## config.mk

```make
export PLATFORM = sky130hd
export DESIGN_NAME = dram_bank_seq
export DESIGN_NICKNAME = d
export VERILOG_FILES = /design/src/rtl/dbs_pkg.sv /design/src/rtl/dbs_bank_table.sv /design/src/rtl/dbs_refresh_timer.sv /design/src/rtl/dram_bank_seq.sv
export SDC_FILE = /design/constraint.sdc
export NUM_CORES = 1
export LEC_CHECK = 0
export BUFFER_PORTS_ARGS = -buffer_cell sky130_fd_sc_hd__buf_2
export CORE_MARGIN = 2
export CORE_UTILIZATION = 37
export DETAILED_ROUTE_END_ITERATION = 6
export PLACE_DENSITY = 0.57
export SLEW_MARGIN = 30
export SYNTH_ARGS = -nofsm -noshare
export SYNTH_HDL_FRONTEND = slang
export SYNTH_SLANG_ARGS = --single-unit
```

## constraint.sdc

```tcl
create_clock -name clk -period 7.5 [get_ports clk]
set_clock_uncertainty 0.15 [all_clocks]
set_input_delay 2.25 -clock clk [delete_from_list [all_inputs] [get_ports clk]]
set_output_delay 2.25 -clock clk [all_outputs]
set_load 0.02 [all_outputs]
```

## src/rtl/dbs_pkg.sv

```systemverilog
package dbs_pkg;

   typedef enum logic [2:0] {
      OP_NOP = 3'd0,
      OP_ACT = 3'd1,
      OP_PRE = 3'd2,
      OP_RD  = 3'd3,
      OP_WR  = 3'd4,
      OP_REF = 3'd5
   } dbs_op_e;

   typedef enum logic [1:0] {
      CLS_HIT      = 2'd0,
      CLS_CLOSED   = 2'd1,
      CLS_CONFLICT = 2'd2
   } dbs_cls_e;

   typedef enum logic [3:0] {
      S_IDLE, S_PRE, S_WPRE, S_ACT, S_WACT, S_COL, S_WCL, S_DONE,
      S_RPRE, S_RWP, S_REF, S_RWAIT
   } dbs_state_e;

endpackage

```

## src/rtl/dbs_bank_table.sv

```systemverilog
module dbs_bank_table import dbs_pkg::*; #(
   parameter int NUM_BANKS = 32,
   parameter int ROW_W     = 14,
   localparam int BANK_W   = $clog2(NUM_BANKS)
) (
   input  logic              clk,
   input  logic              rst_n,
   input  logic [BANK_W-1:0] look_bank,
   input  logic [ROW_W-1:0]  look_row,
   output dbs_cls_e          look_cls,
   input  logic              set_en,
   input  logic [BANK_W-1:0] set_bank,
   input  logic [ROW_W-1:0]  set_row,
   input  logic              clr_en,
   input  logic [BANK_W-1:0] clr_bank,
   output logic              any_open,
   output logic              last_open,
   output logic [BANK_W-1:0] low_open
);

   logic [NUM_BANKS-1:0] open_vec;
   logic [ROW_W-1:0]     row_arr [NUM_BANKS];

   for (genvar b = 0; b < NUM_BANKS; b++) begin : g_bank
      logic             open_r;
      logic [ROW_W-1:0] row_r;
      always_ff @(posedge clk or negedge rst_n) begin
         if (!rst_n) begin
            open_r <= 1'b0;
            row_r  <= '0;
         end else if (set_en && set_bank == BANK_W'(b)) begin
            open_r <= 1'b1;
            row_r  <= set_row;
         end else if (clr_en && clr_bank == BANK_W'(b)) begin
            open_r <= 1'b0;
         end
      end
      assign open_vec[b] = open_r;
      assign row_arr[b]  = row_r;
   end

   always_comb begin
      if (!open_vec[look_bank])                look_cls = CLS_CLOSED;
      else if (row_arr[look_bank] == look_row) look_cls = CLS_HIT;
      else                                     look_cls = CLS_CONFLICT;
   end

   always_comb begin
      low_open = '0;
      for (int i = NUM_BANKS - 1; i >= 0; i--) begin
         if (open_vec[i]) low_open = BANK_W'(i);
      end
   end

   assign any_open  = |open_vec;
   assign last_open = $onehot(open_vec);

   // an activate only ever targets a bank with no open row
   a_r4_act_only_closed: assert property (@(posedge clk) disable iff (!rst_n)
      set_en |-> !open_vec[set_bank]);

   // a precharge only ever targets a bank that holds an open row
   a_r8_pre_only_open: assert property (@(posedge clk) disable iff (!rst_n)
      clr_en |-> open_vec[clr_bank]);

   // an activate of one bank never disturbs the open state of another
   a_r10_set_one_bank: assert property (@(posedge clk) disable iff (!rst_n)
      (set_en && !clr_en) |=> ($countones(open_vec) == $countones($past(open_vec)) + 1));

endmodule

```

## src/rtl/dbs_refresh_timer.sv

```systemverilog
module dbs_refresh_timer #(
   parameter int T_REFI = 6240,
   localparam int CW    = $clog2(T_REFI)
) (
   input  logic clk,
   input  logic rst_n,
   input  logic ref_issue,
   output logic ref_pend
);

   logic [CW-1:0] cnt;
   logic          tick;

   assign tick = (cnt == CW'(T_REFI - 1));

   always_ff @(posedge clk or negedge rst_n) begin
      if (!rst_n) begin
         cnt      <= '0;
         ref_pend <= 1'b0;
      end else begin
         cnt <= tick ? '0 : cnt + 1'b1;
         if (tick)           ref_pend <= 1'b1;
         else if (ref_issue) ref_pend <= 1'b0;
      end
   end

   // a pending refresh is held until the refresh command goes out
   a_r7_pend_held: assert property (@(posedge clk) disable iff (!rst_n)
      (ref_pend && !ref_issue) |=> ref_pend);

endmodule

```

## src/rtl/dram_bank_seq.sv

```systemverilog
module dram_bank_seq import dbs_pkg::*; #(
   parameter int NUM_GROUPS  = 4,
   parameter int GROUP_BANKS = 8,
   parameter int ROW_W       = 14,
   parameter int COL_W       = 10,
   parameter int T_RP        = 4,
   parameter int T_RCD       = 4,
   parameter int T_CL        = 5,
   parameter int T_RFC       = 20,
   parameter int T_REFI      = 6240,
   localparam int NUM_BANKS  = NUM_GROUPS * GROUP_BANKS,
   localparam int BANK_W     = $clog2(NUM_BANKS)
) (
   input  logic              clk,
   input  logic              rst_n,
   input  logic              req_valid,
   output logic              req_ready,
   input  logic              req_write,
   input  logic [BANK_W-1:0] req_bank,
   input  logic [ROW_W-1:0]  req_row,
   input  logic [COL_W-1:0]  req_col,
   output logic              cmd_valid,
   output logic [2:0]        cmd_op,
   output logic [BANK_W-1:0] cmd_bank,
   output logic [ROW_W-1:0]  cmd_row,
   output logic [COL_W-1:0]  cmd_col,
   output logic              done,
   output logic [1:0]        done_class
);

   localparam int T_MAX01 = (T_RP > T_RCD) ? T_RP : T_RCD;
   localparam int T_MAX23 = (T_CL > T_RFC) ? T_CL : T_RFC;
   localparam int T_MAX   = (T_MAX01 > T_MAX23) ? T_MAX01 : T_MAX23;
   localparam int CNT_W   = $clog2(T_MAX + 1);
   localparam int SEQ_MAX = NUM_BANKS + T_RP + T_RFC + T_RP + T_RCD + T_CL + 2;

   if (T_RP < 2 || T_RCD < 2 || T_CL < 2 || T_RFC < 2) begin : g_bad_timing
      $error("dram_bank_seq: every timing parameter must be at least 2");
   end
   if ((NUM_GROUPS & (NUM_GROUPS - 1)) != 0 || (GROUP_BANKS & (GROUP_BANKS - 1)) != 0
       || NUM_BANKS < 2) begin : g_bad_banks
      $error("dram_bank_seq: group and bank counts must be powers of two");
   end
   if (T_REFI <= SEQ_MAX) begin : g_bad_refi
      $error("dram_bank_seq: refresh interval too short for one full sequence");
   end

   dbs_state_e        st;
   logic [CNT_W-1:0]  cnt;
   logic              rq_write;
   logic [BANK_W-1:0] rq_bank;
   logic [ROW_W-1:0]  rq_row;
   logic [COL_W-1:0]  rq_col;
   dbs_cls_e          rq_cls;

   dbs_op_e           op;
   dbs_cls_e          look_cls;
   logic              set_en, clr_en, any_open, last_open, ref_pend, ref_issue;
   logic [BANK_W-1:0] clr_bank, low_open;

   dbs_bank_table #(.NUM_BANKS(NUM_BANKS), .ROW_W(ROW_W)) u_table (
      .clk(clk), .rst_n(rst_n),
      .look_bank(req_bank), .look_row(req_row), .look_cls(look_cls),
      .set_en(set_en), .set_bank(rq_bank), .set_row(rq_row),
      .clr_en(clr_en), .clr_bank(clr_bank),
      .any_open(any_open), .last_open(last_open), .low_open(low_open)
   );

   dbs_refresh_timer #(.T_REFI(T_REFI)) u_timer (
      .clk(clk), .rst_n(rst_n), .ref_issue(ref_issue), .ref_pend(ref_pend)
   );

   assign req_ready = (st == S_IDLE) && !ref_pend;

   always_ff @(posedge clk or negedge rst_n) begin
      if (!rst_n) begin
         st       <= S_IDLE;
         cnt      <= '0;
         rq_write <= 1'b0;
         rq_bank  <= '0;
         rq_row   <= '0;
         rq_col   <= '0;
         rq_cls   <= CLS_HIT;
      end else begin
         case (st)
            S_IDLE: begin
               if (ref_pend) begin
                  st <= any_open ? S_RPRE : S_REF;
               end else if (req_valid) begin
                  rq_write <= req_write;
                  rq_bank  <= req_bank;
                  rq_row   <= req_row;
                  rq_col   <= req_col;
                  rq_cls   <= look_cls;
                  case (look_cls)
                     CLS_HIT:    st <= S_COL;
                     CLS_CLOSED: st <= S_ACT;
                     default:    st <= S_PRE;
                  endcase
               end
            end
            S_PRE:  begin st <= S_WPRE; cnt <= CNT_W'(T_RP - 2);  end
            S_WPRE: if (cnt == '0) st <= S_ACT; else cnt <= cnt - 1'b1;
            S_ACT:  begin st <= S_WACT; cnt <= CNT_W'(T_RCD - 2); end
            S_WACT: if (cnt == '0) st <= S_COL; else cnt <= cnt - 1'b1;
            S_COL:  begin st <= S_WCL;  cnt <= CNT_W'(T_CL - 2);  end
            S_WCL:  if (cnt == '0) st <= S_DONE; else cnt <= cnt - 1'b1;
            S_DONE: st <= S_IDLE;
            S_RPRE: if (last_open) begin st <= S_RWP; cnt <= CNT_W'(T_RP - 2); end
            S_RWP:  if (cnt == '0) st <= S_REF; else cnt <= cnt - 1'b1;
            S_REF:  begin st <= S_RWAIT; cnt <= CNT_W'(T_RFC - 2); end
            S_RWAIT: if (cnt == '0) st <= S_IDLE; else cnt <= cnt - 1'b1;
            default: st <= S_IDLE;
         endcase
      end
   end

   always_comb begin
      op        = OP_NOP;
      cmd_bank  = '0;
      cmd_row   = '0;
      cmd_col   = '0;
      set_en    = 1'b0;
      clr_en    = 1'b0;
      clr_bank  = rq_bank;
      ref_issue = 1'b0;
      case (st)
         S_PRE:  begin op = OP_PRE; cmd_bank = rq_bank; clr_en = 1'b1; end
         S_ACT:  begin op = OP_ACT; cmd_bank = rq_bank; cmd_row = rq_row; set_en = 1'b1; end
         S_COL:  begin op = rq_write ? OP_WR : OP_RD; cmd_bank = rq_bank; cmd_col = rq_col; end
         S_RPRE: begin op = OP_PRE; cmd_bank = low_open; clr_en = 1'b1; clr_bank = low_open; end
         S_REF:  begin op = OP_REF; ref_issue = 1'b1; end
         default: ;
      endcase
   end

   assign cmd_op     = op;
   assign cmd_valid  = (op != OP_NOP);
   assign done       = (st == S_DONE);
   assign done_class = done ? rq_cls : 2'd0;

   // Spacing counters that watch the command stream for the checks below
   logic [CNT_W-1:0] since_pre, since_act, since_col;
   always_ff @(posedge clk or negedge rst_n) begin
      if (!rst_n) begin
         since_pre <= '1;
         since_act <= '1;
         since_col <= '1;
      end else begin
         since_pre <= (cmd_op == OP_PRE) ? CNT_W'(1) : (since_pre == '1 ? since_pre : since_pre + 1'b1);
         since_act <= (cmd_op == OP_ACT) ? CNT_W'(1) : (since_act == '1 ? since_act : since_act + 1'b1);
         since_col <= (cmd_op == OP_RD || cmd_op == OP_WR) ? CNT_W'(1)
                      : (since_col == '1 ? since_col : since_col + 1'b1);
      end
   end

   a_r4_act_after_pre: assert property (@(posedge clk) disable iff (!rst_n)
      (cmd_op == OP_ACT) |-> (since_pre >= CNT_W'(T_RP)));

   a_r8_ref_after_pre: assert property (@(posedge clk) disable iff (!rst_n)
      (cmd_op == OP_REF) |-> (since_pre >= CNT_W'(T_RP)));

   a_r3_col_after_act: assert property (@(posedge clk) disable iff (!rst_n)
      (cmd_op == OP_RD || cmd_op == OP_WR) |-> (since_act >= CNT_W'(T_RCD)));

   a_r2_done_latency: assert property (@(posedge clk) disable iff (!rst_n)
      done |-> (since_col == CNT_W'(T_CL)));

   a_r8_ref_all_closed: assert property (@(posedge clk) disable iff (!rst_n)
      (cmd_op == OP_REF) |-> !any_open);

   a_r9_ready_quiet: assert property (@(posedge clk) disable iff (!rst_n)
      req_ready |-> (!cmd_valid && !done));

   a_r9_done_pulse: assert property (@(posedge clk) disable iff (!rst_n)
      done |=> !done);

endmodule

```

==> impl_metrics.json, run 1 <==
{
  "status": "completed",
  "preCtsSetupSlack_ns": 1.47,
  "h-tree-depth": 2,
  "ys_seq_area_share_pct": 50.0,
  "synth-xor-area-share_pct": 0.817,
  "crit_type": "register to register",
  "worstMarginPinSlew_ns": 0.997,
  "syn_nets": 2094,
  "crit_fanout": 8,
  "r2r_cells": 21,
  "yosysUniqueCellTypes": 79,
  "drv_cap": 0,
  "clock_latency_ns": 0.62,
  "rsz0062_at_grt": "no",
  "hpwl_mm": 48.0,
  "post-cts-setup-buffers": 0,
  "grt_pass1_vias": 17800,
  "synth-seq-cells": 535,
  "async_flop_share_pct": 100,
  "gp_congestion": 0.886,
  "grt.total_usage_pct": 20.0,
  "slew_headroom_pct": 33.3,
  "grt_overflow": 0,
  "hold_path_class": "register to register",
  "max_freq_mhz": 165,
  "synthSimpleGateAreaFrac_pct": 5.89,
  "path_clk_slew_ns": 0.06,
  "io_pins": 70,
  "numCtsBuffers": 58,
  "via_per_inst": 5.53,
  "drt_pass1_iterations": 7,
  "syn_inst": 1991,
  "synth_compound_area_share_pct": 5.22,
  "reg2reg_slack_ns": 1.45,
  "synth_ff_type": "dfrtp_1",
  "initial_utilization_pct": 37.4,
  "vdd_drop_max_v": 0.000344,
  "fin_crit_sh_pct": 80.6,
  "tritoncts": "yes",
  "synth_area_mm2": 0.0268,
  "start_kind": "register",
  "drc": 0,
  "nFillCells": 6599,
  "cts_resized": 0,
  "slew_viol_final": 0,
  "core_area_mm2": 0.0716,
  "power.density_mw_per_mm2": 379,
  "finalSetupViolCount": 0,
  "cts_hold_buf": 0,
  "dr.first_iter.drc_count": 1303,
  "die_x_um": 273,
  "synthToLayoutAreaGrowth_pct": 13.3,
  "root_buffer": "clkbuf_16",
  "cp.required_ns": 7.85,
  "grt_pass1_wl_mm": 113,
  "synth.avg_cell_area_um2": 13.5,
  "grt_start_max_net_pins": 149,
  "nNetsFinal": 2136,
  "setup_ws_ns": 1.45,
  "cts_buffer_depth": 3,
  "drtAntennaViolNets": 0,
  "synth_top_family_by_area": "multiplexers",
  "placementRows": 98,
  "io_buffer_count": 69,
  "synth_edf_count": 0,
  "end_kind": "register",
  "synthAdderAreaFrac_pct": 4.00,
  "vias": 16800,
  "clock_sinks": 535,
  "min_path_cells": 1,
  "setup_tns_ns": 0,
  "hold_viol": 0,
  "avgRoutedWirePerCell_um": 24.2,
  "yosysWarnings": 0,
  "muxShareOfSynthArea_pct": 30.4,
  "leakage_nw": 14.5,
  "drive_above_1_share_pct": 39.2,
  "die_y_um": 273,
  "fin_crit_ns": 6.05,
  "cp.arrival_ns": 6.40,
  "antenna_found_initial": 1,
  "die_area_mm2": 0.0746,
  "drt_wl_total_mm": 73.4
}
-- per-stage QoR --
step | instance area [µm²] | total power, mW | hold WS [ns] | utilization (%) | instances
3_5_place_dp | 28200 | 8.40 | 0.319 | 39.4 | 2923
5_1_grt | 30300 | 12.3 | 0.352 | 42.4 | 3032
2_1_floorplan | 26800 | 7.15 | 0.283 | - | 1991
6_report | 30300 | 11.5 | 0.321 | 42.4 | 3033
3_3_place_gp | 28100 | 8.22 | 0.295 | 39.3 | 2923
4_1_cts | 30300 | 11.6 | 0.327 | 42.4 | 3032
-- Yosys cell counts (13+ instances only) --
cell | instances | area [µm²]
a22o_1 | 14 | 123
and2_1 | 32 | 200
nor3_1 | 35 | 175
o21ai_0 | 44 | 220
buf_2 | 39 | 195
mux2i_1 | 67 | 671
mux2_2 | 473 | 5330
nand3_1 | 21 | 105
xnor2_1 | 13 | 114
nand2_1 | 64 | 240
nand2b_1 | 17 | 106
ha_1 | 44 | 551
dfrtp_1 | 535 | 13400
a211oi_1 | 13 | 97.6
a22oi_1 | 32 | 240
nor2b_1 | 18 | 113
a21oi_1 | 22 | 110
inv_1 | 84 | 315
clkbuf_1 | 78 | 293
fa_1 | 26 | 521
mux4_2 | 80 | 1800
nor2_1 | 52 | 195
-- cells by family (layout without fill, tap and decap cells) --
family                     after synthesis  in the layout
AOI/OAI and AO/OA                      199            199
xor gates and xnor gates                25             25
adders and majority gates               70             70
buffers and inverters                  225            316
DFF                                    535            535
muxes                                  637            637
other                                    0              1
and+or+nand+nor                        300            300
-- flip-flops by register name, indices dropped and copies added (netlist names) --
name                   flops
u_table.g_bank.row_r     448
u_table.g_bank.open_r     32
rq_row                    14
u_timer.cnt               13
rq_col                    10
cnt                        5
rq_bank                    5
st                         4
rq_cls                     2
rq_write                   1
u_timer.ref_pend           1
-- per-layer routing --
| layer | wire length, µm | GRT usage (%) |
|---|---|---|
| met5 | 8 | 0 |
| met2 | 35000 | 32.9 |
| met3 | 3440 | 3.28 |
| met1 | 33000 | 27.4 |
| met4 | 1930 | 5.74 |
-- cell type report --
class,instances,area [µm²],share of cell area [%]
Antenna cell,1,2.50,0.00825
Clock buffer,84,1790,5.90
Clock inverter,25,359,1.18
Inverter,86,323,1.06
Multi-Input combinational cell,1231,12500,41.1
Sequential cell,535,13400,44.1
Tap cell,950,1190,3.92
Timing Repair Buffer,121,808,2.66
-- power breakdown --
group          switching (mW)  internal [mW]  total [mW]
clock                    1.23           1.93        3.15
sequential              0.593           3.72        4.31
combinational            2.18           1.85        4.03
total                    4.00           7.50        11.5
-- worst paths after layout --
kind                                                       from                                 endpoint
max                        u_table.g_bank[3].open_r$_DFFE_PN0P_                        st[0]$_DFFE_PN0P_
min                                    u_timer.cnt[0]$_DFF_PN0_                 u_timer.cnt[0]$_DFF_PN0_
max reg2reg                u_table.g_bank[3].open_r$_DFFE_PN0P_                        st[0]$_DFFE_PN0P_
min reg2reg                            u_timer.cnt[0]$_DFF_PN0_                 u_timer.cnt[0]$_DFF_PN0_
max in group asynchronous                                 rst_n  u_table.g_bank[8].row_r[10]$_DFFE_PN0P_
min in group asynchronous                                 rst_n                       cnt[3]$_DFFE_PN0P_
-- cell usage in the layout (no fill, tap or decap), types with 7 or more instances in the layout --
master,netlist,layout
inv_1,84,84
nor3_2,5,7
o21ai_0,44,44
a22o_1,14,14
a22oi_1,32,32
clkinv_2,0,13
mux2i_1,67,67
nor3_1,35,33
mux4_2,80,80
and2_1,32,32
buf_4,9,48
ha_1,44,44
o22ai_1,12,12
nand2b_1,17,17
dfrtp_1,535,533
mux4_1,11,11
nor2_1,52,52
buf_2,39,66
xor2_1,12,12
a211oi_1,13,13
clkbuf_16,0,58
nand3_1,21,18
nor4_1,10,10
bufinv_16,0,8
o21bai_1,7,7
a21oi_1,22,22
nand4_1,12,12
nor2b_1,18,18
xnor2_1,13,13
clkbuf_8,0,24
nand2_2,0,7
fa_1,26,26
mux2_2,473,473
nand2_1,64,57
-- critical path, stage by stage, from the launching register on --
cell and delay [ns]:
dfrtp_1 0.54, inv_1 0.11, ha_1 0.29, inv_1 0.05, fa_1 0.51, inv_1 0.06, fa_1 0.51, fa_1 0.43
inv_1 0.08, fa_1 0.44, fa_1 0.55, inv_1 0.04, ha_1 0.22, fa_1 0.43, nor4b_1 0.34, nand2_1 0.10
o21bai_1 0.24, o211ai_1 0.30, nor2_1 0.22, a21o_1 0.10, a22oi_1 0.09, o32ai_1 0.15
Power figures use the tool's default switching activity.
==> inputs of run 2 (changes only) <==
- ABC_AREA: unset -> 1
- PLACE_DENSITY: 0.57 -> 0.59
- clock period: 7.5 -> 5.5 ns (I/O delays scaled with it)
==> impl_metrics.json, run 2 <==
{
  "hold_viol": 0,
  "final_cell_mix": "735 x o21ai_0, 629 x nand2_1, 535 x dfrtp_1, 295 x nor2_1, 161 x inv_1",
  "synth_area_mm2": 0.0260,
  "end_kind": "register",
  "yosysUniqueCellTypes": 44,
  "final_cells": 4054,
  "dr.first_iter.drc_count": 1853,
  "antenna_found_initial": 0,
  "largest_reg_flops": 448,
  "async_flop_share_pct": 100,
  "tritoncts": "yes",
  "synth_edf_count": 0,
  "cp_slowest_cell": "fa_1",
  "slew_viol_final": 0,
  "crit_path_cell_trace": "buf_4 > ha_1 > fa_1 > inv_1 > fa_1 > fa_1 > fa_1 > fa_1 > inv_1 > ha_2 > fa_2 > nand3b_1 > o31ai_2 > buf_4 > buf_4 > o221ai_4 > mux2_4",
  "cpMostUsedCell": "fa_1",
  "h-tree-depth": 2,
  "placementRows": 97,
  "rsz0062_at_grt": "no",
  "drive_above_1_share_pct": 10.2,
  "slew_headroom_pct": 36.2,
  "leakage_nw": 13.4,
  "avgRoutedWirePerCell_um": 19.7,
  "hold_path_class": "register to register",
  "vias": 21700,
  "yosysTopAreaCell": "dfrtp_1",
  "drc": 0,
  "synth_top_area_share_pct": 51.5,
  "io_pins": 70,
  "cts_buffer_depth": 3,
  "synthToLayoutAreaGrowth_pct": 13.2,
  "place_inst": 3944,
  "setup_ws_ns": 0.190,
  "grt_start_max_net_pins": 97,
  "gp_congestion": 0.940,
  "hpwl_mm": 49.7,
  "max_flop_register": "u_table.g_bank.row_r",
  "drt_pass1_iterations": 6,
  "synth.avg_cell_area_um2": 8.36,
  "syn_nets": 3214,
  "preCtsSetupSlack_ns": -0.137,
  "fin_util_pct": 42.2,
  "cp.required_ns": 5.85,
  "path_clk_slew_ns": 0.06,
  "fin_crit_ns": 5.31,
  "drtAntennaViolNets": 0,
  "synth_common_cells": "736 x o21ai_0, 656 x nand2_1, 535 x dfrtp_1",
  "ys_seq_area_share_pct": 51.5,
  "grt_overflow": 0,
  "nNetsFinal": 3171,
  "fin_crit_sh_pct": 96.5,
  "nFillCells": 6946,
  "grt_pass1_vias": 20800,
  "max_freq_mhz": 188,
  "synth-seq-cells": 535,
  "clock_latency_ns": 0.63,
  "status": "completed",
  "drt_wl_total_mm": 80.1,
  "worstMarginPinSlew_ns": 0.951,
  "crit_type": "register to register",
  "start_kind": "register",
  "initial_utilization_pct": 37.3,
  "reg_top3": "u_table.g_bank.row_r: 448 flops, u_table.g_bank.open_r: 32 flops, rq_row: 14 flops",
  "mostFrequentLayoutCell": "o21ai_0",
  "grt.total_usage_pct": 22.3,
  "synth.most_common_cell": "o21ai_0",
  "yosysWarnings": 0,
  "cpLargestDelayFamily": "adder cells",
  "diodes": 0,
  "die_area_mm2": 0.0724,
  "power.density_mw_per_mm2": 565,
  "vdd_drop_max_v": 0.000593,
  "cp.arrival_ns": 5.66,
  "reg2reg_slack_ns": 0.19,
  "cp_slowest_stage_delay_ns": 0.55,
  "drv_cap": 0,
  "syn_inst": 3111,
  "root_buffer": "clkbuf_16",
  "numCtsBuffers": 56,
  "finalSetupViolCount": 0,
  "io_buffer_count": 69,
  "synthTopCellsByArea": "dfrtp_1 51%, o21ai_0 14%, nand2_1 9.5%",
  "die_x_um": 269,
  "core_area_mm2": 0.0698,
  "critPathBufInv": 5,
  "die_y_um": 269,
  "via_per_inst": 5.36,
  "clock_sinks": 535,
  "synth_ff_type": "dfrtp_1",
  "crit_fanout": 5,
  "grt_pass1_wl_mm": 124
}
run 2: cell types whose count changed after synthesis, sizes merged, moves of 33 or more:
| cell | change |
|---|---|
| nor2 | +248 |
| nand2 | +596 |
| mux2i | -66 |
| o221ai | +83 |
| nand3 | +62 |
| o21ai | +693 |
| mux4 | -91 |
| inv | +95 |
| clkbuf | +138 |
| mux2 | -476 |
| and2 | -33 |
run 2: tightest hold or removal path, cell delays in order, from the launching register on:
cell,delay [ns]
dfrtp_1,0.34
nand2_1,0.05
o21ai_0,0.06
run 2: area by class of cell:
| cell class | count | area (µm²) | area share [%] |
|---|---|---|---|
| tap | 940 | 1180 | 3.99 |
| clock inverter | 23 | 269 | 0.914 |
| clock buffer | 81 | 1660 | 5.63 |
| inverter | 181 | 688 | 2.34 |
| timing repair buffer | 150 | 1180 | 4.02 |
| multi-input combinational | 2144 | 11100 | 37.6 |
| sequential | 535 | 13400 | 45.5 |
run 2: routing by layer:
layer	global-route usage [%]	vias to the layer above	routed length, µm
met1	31.2	10600	36600
met4	8.84	0	3110
met3	3.92	155	4970
met2	34.2	637	35400
li1	-	10300	-
met5	0	-	0
run 2: logic make-up after synthesis:
kind of cell | share of synthesized area (%)
buffers and inverters | 6.41
AND/OR/NAND/NOR | 16.9
adder cells (fa/ha/maj) | 4.12
AO/OA/AOI/OAI | 20.0
multiplexers | 0.168
flip-flops | 51.5
XOR/XNOR | 0.876
run 2: worst paths after layout:
check / depth (start not counted) / to / startpoint
max: 17 / st[1]$_DFFE_PN0P_ / u_table.g_bank[19].open_r$_DFFE_PN0P_
min: 2 / u_table.g_bank[13].row_r[1]$_DFFE_PN0P_ / u_table.g_bank[13].row_r[1]$_DFFE_PN0P_
max reg2reg: 17 / st[1]$_DFFE_PN0P_ / u_table.g_bank[19].open_r$_DFFE_PN0P_
min reg2reg: 2 / u_table.g_bank[13].row_r[1]$_DFFE_PN0P_ / u_table.g_bank[13].row_r[1]$_DFFE_PN0P_
max in group asynchronous: 2 / u_table.g_bank[31].row_r[1]$_DFFE_PN0P_ / rst_n
min in group asynchronous: 1 / u_table.g_bank[18].row_r[0]$_DFFE_PN0P_ / rst_n
run 2: what timing repair did:
| item | in CTS | in global routing |
|---|---|---|
| gates resized for setup | 5 | 18 |
| pin swaps | 5 | 14 |
| hold buffers | 0 | 0 |
| endpoints found under the setup margin | 7 | 10 |
| buffers inserted | 3 | 3 |
| cloned | 0 | 0 |
run 2: power by group:
| part | internal (mW) | total [mW] | switching, mW | leakage (nW) |
|---|---|---|---|---|
| sequential | 5.21 | 5.91 | 0.705 | 7.21 |
| combinational | 2.54 | 6.76 | 4.21 | 5.23 |
| clock | 2.32 | 3.96 | 1.64 | 0.964 |
run 2: per-stage QoR:
stage          area (µm²)  hold slack, ns  setup TNS [ns]  power (mW)
6_report            29400           0.328               0        16.6
5_1_grt             29400           0.346               0        18.0
4_1_cts             29400           0.332               0        16.6
3_5_place_dp        27400           0.317          -0.604        12.6
3_3_place_gp        27300           0.310          -0.172        12.4
2_1_floorplan       26000           0.298               0        10.5
